## src/rtl/ifa_pkg.sv

```systemverilog
package ifa_pkg;
    typedef enum logic [1:0] {
        S_FIRST = 2'd0,
        S_ADDRW = 2'd1,
        S_PTR   = 2'd2,
        S_DONE  = 2'd3
    } ifa_state_e;
endpackage

```

## src/rtl/ifa_word_decode.sv

```systemverilog
module ifa_word_decode #(
    parameter int DW    = 16,
    parameter int OPW   = 5,
    parameter int TAGW  = 2,
    parameter int DISPW = 8
) (
    input  logic [DW-1:0]    word,
    output logic [OPW-1:0]   op,
    output logic             fmt,
    output logic [TAGW-1:0]  tag,
    output logic             ind,
    output logic [DISPW-1:0] disp
);
    localparam int FMT_BIT = DW - 1 - OPW;
    localparam int TAG_TOP = FMT_BIT - 1;

    always_comb begin
        op   = word[DW-1 -: OPW];
        fmt  = word[FMT_BIT];
        tag  = word[TAG_TOP -: TAGW];
        disp = word[DISPW-1:0];
        ind  = word[DISPW-1];
    end
endmodule

```

## src/rtl/ifa_ea_adder.sv

```systemverilog
module ifa_ea_adder #(
    parameter int DW    = 16,
    parameter int AW    = 15,
    parameter int TAGW  = 2,
    parameter int DISPW = 8,
    localparam int NXR  = (1 << TAGW) - 1
) (
    input  logic                    dbl,
    input  logic [TAGW-1:0]         tag,
    input  logic [DISPW-1:0]        disp,
    input  logic [DW-1:0]           addr_word,
    input  logic [AW-1:0]           ic_next,
    input  logic [NXR-1:0][DW-1:0]  xr,
    output logic [AW-1:0]           ea
);
    logic [DW-1:0] idx_val;
    logic [DW-1:0] base;
    logic [DW-1:0] offs;
    logic [DW-1:0] sum;
    logic [TAGW-1:0] slot;

    always_comb begin
        slot    = tag - TAGW'(1);
        idx_val = (tag == '0) ? '0 : xr[slot];
        if (dbl) begin
            base = idx_val;
            offs = addr_word;
        end else begin
            base = (tag == '0) ? DW'(ic_next) : idx_val;
            offs = {{(DW-DISPW){disp[DISPW-1]}}, disp};
        end
        sum = base + offs;
        ea  = sum[AW-1:0];
    end
endmodule

```

## src/rtl/ifa_seq.sv

```systemverilog
module ifa_seq
    import ifa_pkg::*;
#(
    parameter int DW    = 16,
    parameter int AW    = 15,
    parameter int OPW   = 5,
    parameter int TAGW  = 2,
    parameter int DISPW = 8
) (
    input  logic             clk,
    input  logic             rst_n,
    input  logic             ld_en,
    input  logic [TAGW-1:0]  ld_sel,
    input  logic [DW-1:0]    ld_val,
    output logic             mem_req,
    output logic [AW-1:0]    mem_addr,
    input  logic             mem_ack,
    input  logic [DW-1:0]    mem_rdata,
    output logic [AW-1:0]    ea_o,
    output logic [OPW-1:0]   op_o,
    output logic             fmt_o,
    output logic             done_o
);
    localparam int NXR = (1 << TAGW) - 1;

    typedef struct packed {
        ifa_state_e              fsm;
        logic [AW-1:0]           ic;
        logic [NXR-1:0][DW-1:0]  xr;
        logic [OPW-1:0]          op;
        logic                    fmt;
        logic [TAGW-1:0]         tag;
        logic                    ind;
        logic [AW-1:0]           ptr;
        logic [AW-1:0]           ea;
    } seq_t;

    seq_t s_q, s_d;

    logic [OPW-1:0]   dec_op;
    logic             dec_fmt;
    logic [TAGW-1:0]  dec_tag;
    logic             dec_ind;
    logic [DISPW-1:0] dec_disp;
    logic             in_addrw;
    logic [TAGW-1:0]  add_tag;
    logic [AW-1:0]    ic_inc;
    logic [AW-1:0]    ea_sum;
    logic [TAGW-1:0]  ld_slot;

    ifa_word_decode #(.DW(DW), .OPW(OPW), .TAGW(TAGW), .DISPW(DISPW)) u_dec (
        .word (mem_rdata),
        .op   (dec_op),
        .fmt  (dec_fmt),
        .tag  (dec_tag),
        .ind  (dec_ind),
        .disp (dec_disp)
    );

    assign in_addrw = (s_q.fsm == S_ADDRW);
    assign add_tag  = in_addrw ? s_q.tag : dec_tag;
    assign ic_inc   = s_q.ic + AW'(1);
    assign ld_slot  = ld_sel - TAGW'(1);

    ifa_ea_adder #(.DW(DW), .AW(AW), .TAGW(TAGW), .DISPW(DISPW)) u_add (
        .dbl       (in_addrw),
        .tag       (add_tag),
        .disp      (dec_disp),
        .addr_word (mem_rdata),
        .ic_next   (ic_inc),
        .xr        (s_q.xr),
        .ea        (ea_sum)
    );

    always_comb begin
        s_d      = s_q;
        mem_req  = 1'b0;
        mem_addr = s_q.ic;
        case (s_q.fsm)
            S_FIRST: begin
                mem_req = rst_n;
                if (rst_n && mem_ack) begin
                    s_d.ic  = ic_inc;
                    s_d.op  = dec_op;
                    s_d.fmt = dec_fmt;
                    s_d.tag = dec_tag;
                    s_d.ind = dec_ind;
                    if (dec_fmt) begin
                        s_d.fsm = S_ADDRW;
                    end else begin
                        s_d.ea  = ea_sum;
                        s_d.fsm = S_DONE;
                    end
                end
            end
            S_ADDRW: begin
                mem_req = rst_n;
                if (rst_n && mem_ack) begin
                    s_d.ic = ic_inc;
                    if (s_q.ind) begin
                        s_d.ptr = ea_sum;
                        s_d.fsm = S_PTR;
                    end else begin
                        s_d.ea  = ea_sum;
                        s_d.fsm = S_DONE;
                    end
                end
            end
            S_PTR: begin
                mem_req  = rst_n;
                mem_addr = s_q.ptr;
                if (rst_n && mem_ack) begin
                    s_d.ea  = mem_rdata[AW-1:0];
                    s_d.fsm = S_DONE;
                end
            end
            default: begin
                s_d.fsm = S_FIRST;
            end
        endcase
        if (ld_en) begin
            if (ld_sel == '0) begin
                s_d.ic = ld_val[AW-1:0];
            end else begin
                s_d.xr[ld_slot] = ld_val;
            end
        end
    end

    always_ff @(posedge clk) begin
        s_q <= s_d;
        if (!rst_n) begin
            s_q.fsm <= S_FIRST;
        end
    end

    assign ea_o   = s_q.ea;
    assign op_o   = s_q.op;
    assign fmt_o  = s_q.fmt;
    assign done_o = (s_q.fsm == S_DONE);


    done_single_clock_chk: assert property (@(posedge clk) disable iff (!rst_n)
        done_o |=> !done_o);


    result_hold_chk: assert property (@(posedge clk) disable iff (!rst_n)
        done_o |=> ($stable(ea_o) && $stable(op_o) && $stable(fmt_o)));


    request_hold_chk: assert property (@(posedge clk) disable iff (!rst_n)
        (mem_req && !mem_ack && !ld_en) |=> (mem_req && $stable(mem_addr)));


    pointer_read_done_chk: assert property (@(posedge clk) disable iff (!rst_n)
        (s_q.fsm == S_PTR && mem_ack) |=> done_o);


    restart_fetch_chk: assert property (@(posedge clk) disable iff (!rst_n)
        done_o |=> (mem_req && mem_addr == $past(s_q.ic)));
endmodule

```

## config.mk

```make
export PLATFORM = sky130hd
export DESIGN_NAME = ifa_seq
export DESIGN_NICKNAME = d
export VERILOG_FILES = /design/src/rtl/ifa_pkg.sv /design/src/rtl/ifa_word_decode.sv /design/src/rtl/ifa_ea_adder.sv /design/src/rtl/ifa_seq.sv
export SDC_FILE = /design/constraint.sdc
export NUM_CORES = 1
export LEC_CHECK = 0
export BUFFER_PORTS_ARGS = -buffer_cell sky130_fd_sc_hd__buf_2
export CORE_ASPECT_RATIO = 1.4
export CORE_MARGIN = 10
export CORE_UTILIZATION = 50
export CTS_CLUSTER_SIZE = 8
export DETAILED_ROUTE_END_ITERATION = 10
export GPL_TIMING_DRIVEN = 0
export HOLD_SLACK_MARGIN = 0.03
export PLACE_DENSITY = 0.7
export SETUP_SLACK_MARGIN = 0.15
export SYNTH_ARGS = -nofsm -noshare
export SYNTH_HDL_FRONTEND = slang
export SYNTH_SLANG_ARGS = --single-unit
```

## constraint.sdc

```tcl
create_clock -name clk -period 11.8 [get_ports clk]
set_input_delay 2.36 -clock clk [delete_from_list [all_inputs] [get_ports clk]]
set_output_delay 2.36 -clock clk [all_outputs]
set_load 0.01 [all_outputs]
```

==> results.md <==
- Initial drt markers: between 150 and 200
- Slew Limit Fails: 0
- First-pass GRT wire length: 19550 um
- Die H: between 100 and 150 um
- Yosys top cell area share: 46.44%
- Setup crit start kind: input port
- Largest stage delay on the critical path: 480 ps
- Fmax: approximately 140 MHz
- Status: finished, final reports clean
- Antenna violations before repair: 0
- Number of gates resized after cts: 0
- Clock buffer depth: 2
- Worst Path Required: ~12000 ps
- Clock share of power: ~28%
- Routed WL: 12070 um
- Distinct cells, synth: 51
- Most crowded layer after global routing: met2
- Hold Crit Depth: 2
- Largest net degree at the start of global routing: 18
- Period minus WS final: 7324 ps
- Root Buffer: clkbuf_16
- RSZ-0062 raised after global routing: false
- WL/cell: 17.69 um
- Pint: 756.3 uW
- Share of layout cells above drive strength 1: a little under a third
- Worst Hold End: s_q[88]
- # IOs: 76
- Met3 usage: 3.496%
- Clock buffer count from CTS: 9
- Worst Path Arrival: ~7400 ps
- CTS Hold Bufs: 0
- Final Skew: 6.102 ps
- Initial Util: around half
- GRT overflow: 0
- Reg2Reg Depth: 20
- Reg-to-reg critical path startpoint: s_q[102]
- Hold Fails Final Rpt: 0
- IO Port Bufs: 74
- CTS tree: done
- Final setup fails: 0
- Core area: 0.01075 mm^2
- Worst min path class: flip-flop to flip-flop
- Critical R2R Capture: ea_o[14]
- Remaining DRCs: 0
- Peak VDD IR: 0.07615 mV
- Routability cong.: just under 0.9
- Synth Cell Area: between 0.005 and 0.006 mm^2
- Row Count: 45
- Ant. Diodes: 0
- Fin nets: 593
- Crit Path Max Fanout: 11
- Routed Antenna Nets: 0
- Largest cells by area after synthesis: edfxtp_1 (46%), mux2_2 (7.9%), dfxtp_1 (6.3%)
- Max_cap viols: 0
- CP cell instances: buf_2 > mux2i_1 > clkbuf_1 > buf_2 > ha_1 > clkbuf_1 > mux2i_1 > nor2_1 > a31oi_1 > o22ai_1 > ha_1 > fa_1 > a211oi_1 > o211ai_1 > a221oi_2 > o22ai_2 > xnor3_1 > nor3_1 > a221oi_2
- Sink Count: 101
- Clk Latency, worst-skew pair: 340 ps
- Routing usage on met1: 18.36%
- Syn avg cell area: 12.04 um^2
- Comb power frac: roughly 30%
- Synthesized Nets: 508
- Post-DP HPWL: 9323 um
- Slowest stage cell, crit path: clkbuf_1
- Die Area: 0.01549 mm^2
- Number of flops mapped to enable cells by yosys: 84
- Post-synth ARST share: 0%
- Die Width: 108.1 um
- Sequential-to-total area share from yosys stat: 52.71%
- Yosys top cell by area: edfxtp_1
- Syn Inst Count: 451
- Synth Flop Type: edfxtp_1
- Commonest non-fill, non-tap cells in the layout: edfxtp_1 (84), buf_2 (80), mux2_2 (38)
- Fin crit share: 62.07%
- Placed Cells: 666
- Sequential share of power: between 40% and 50%
- Fin util: 58.51%
- Hold path startpoint: s_q[88]
- Met2 Use GR: 27.80%
- Slew HR: 42.38%
- Yosys warnings: 0
- Final Non-Filler Cells: 682
- Crit path capture type: flip-flop
- LEAKAGE: 0.002405 uW
- Postcts setup bufs: 0
- R2R Setup Slk: between 5000 and 6000 ps
- DRT Pass-1 Iters: 4
- Vias per cell: 5.381
- Worst slew pin tran: 864.4 ps
- Commonest non-fill, non-tap cell in the layout: edfxtp_1
- Pwr/cell area: 171.6 mW/mm^2
- Sw frac: 29.94%
- H-tree Lvls: 3
- Critical path class: input port to flip-flop
- Number of global-route vias before repair: 3869
- Clk slew on worst S/H paths: 70 ps
- Area delta synth->final: 15.85%
- All-Layer GR Usage: around 16%
- Setup TNS: 0 ps
- Fillcell total: 918
- Yosys reg bits: 101
- Vias: 3670
- Switching power: 323.2 uW
==> critical path, delay by kind of cell <==
family | cells | cell delay [ps]
compound gates | 7 | 1560
xor+xnor | 1 | 390
fa+ha+maj | 3 | 900
buf+inv | 4 | 1390
mux | 2 | 530
simple gates | 2 | 240
==> how the worst max path moves through the flow <==
| stage | slack, ps | endpoint | cells after the start | start |
|---|---|---|---|---|
| floorplan | 5330 | ea_o[14] | 18 | mem_rdata[8] |
| global placement | 4140 | ea_o[14] | 19 | mem_rdata[8] |
| detailed placement | 4210 | ea_o[14] | 19 | mem_rdata[8] |
| CTS | 4530 | ea_o[14] | 19 | mem_rdata[8] |
| global route | 4130 | ea_o[14] | 19 | mem_rdata[8] |
| finish | 4480 | ea_o[14] | 19 | mem_rdata[8] |
==> power by group through the flow <==
stage	Clock, uW	Combinational (uW)	Sequential (uW)
4_1_cts	310	325	451
5_1_grt	322	359	454
2_1_floorplan	0	242	452
3_3_place_gp	0	315	457
3_5_place_dp	0	320	459
6_report	305	323	451
==> synthesized netlist by cell type, drive strengths merged (13+ instances only) <==
library cell / n
xnor2: 29
nand2: 32
mux2: 39
clkbuf: 14
edfxtp: 84
ha: 18
o21ai: 22
nor2: 19
a21o: 14
dfxtp: 17
a21oi: 22
buf: 31
xor2: 13
o22ai: 14
==> stage by stage <==
| step | total power (uW) | setup WS (ps) | hold slack, ps | area, um^2 |
|---|---|---|---|---|
| 3_3_place_gp | 772.9 | 4142 | 606.2 | 5978 |
| 6_report | 1080 | 4476 | 616.1 | 6292 |
| 4_1_cts | 1086 | 4530 | 618.2 | 6287 |
| 2_1_floorplan | 694.5 | 5331 | 543.8 | 5431 |
| 5_1_grt | 1136 | 4129 | 661.5 | 6292 |
| 3_5_place_dp | 778.9 | 4211 | 607.0 | 5978 |
==> cell families (layout without fill, tap and decap cells) <==
logic type	Yosys count	count (layout)	share of synthesized area, %
DFF	101	101	52.71
and+or+nand+nor	98	98	9.422
AOI/OAI and AO/OA	93	93	11.08
buffers and inverters	49	139	4.999
muxes	48	48	9.744
xor gates and xnor gates	43	43	7.533
adders and majority gates	19	19	4.515
==> metal layers <==
| metal | share of wire [%] | vias to the layer above |
|---|---|---|
| met4 | 2.3 | 0 |
| met5 | 0 | - |
| met1 | 41 | 1752 |
| met3 | 4.5 | 17 |
| met2 | 52 | 90 |
| li1 | - | 1811 |
==> layout make-up <==
class,count,area (um^2),share of cell area [%]
Inverter,4,15.01,0.2386
Clock buffer,10,239.0,3.798
Multi-Input combinational cell,301,2302,36.59
Tap cell,141,176.4,2.804
Sequential cell,101,2863,45.50
Timing Repair Buffer,74,370.4,5.886
Clock inverter,6,70.07,1.114
Buffer,45,256.5,4.076
Power figures use the tool's default switching activity.
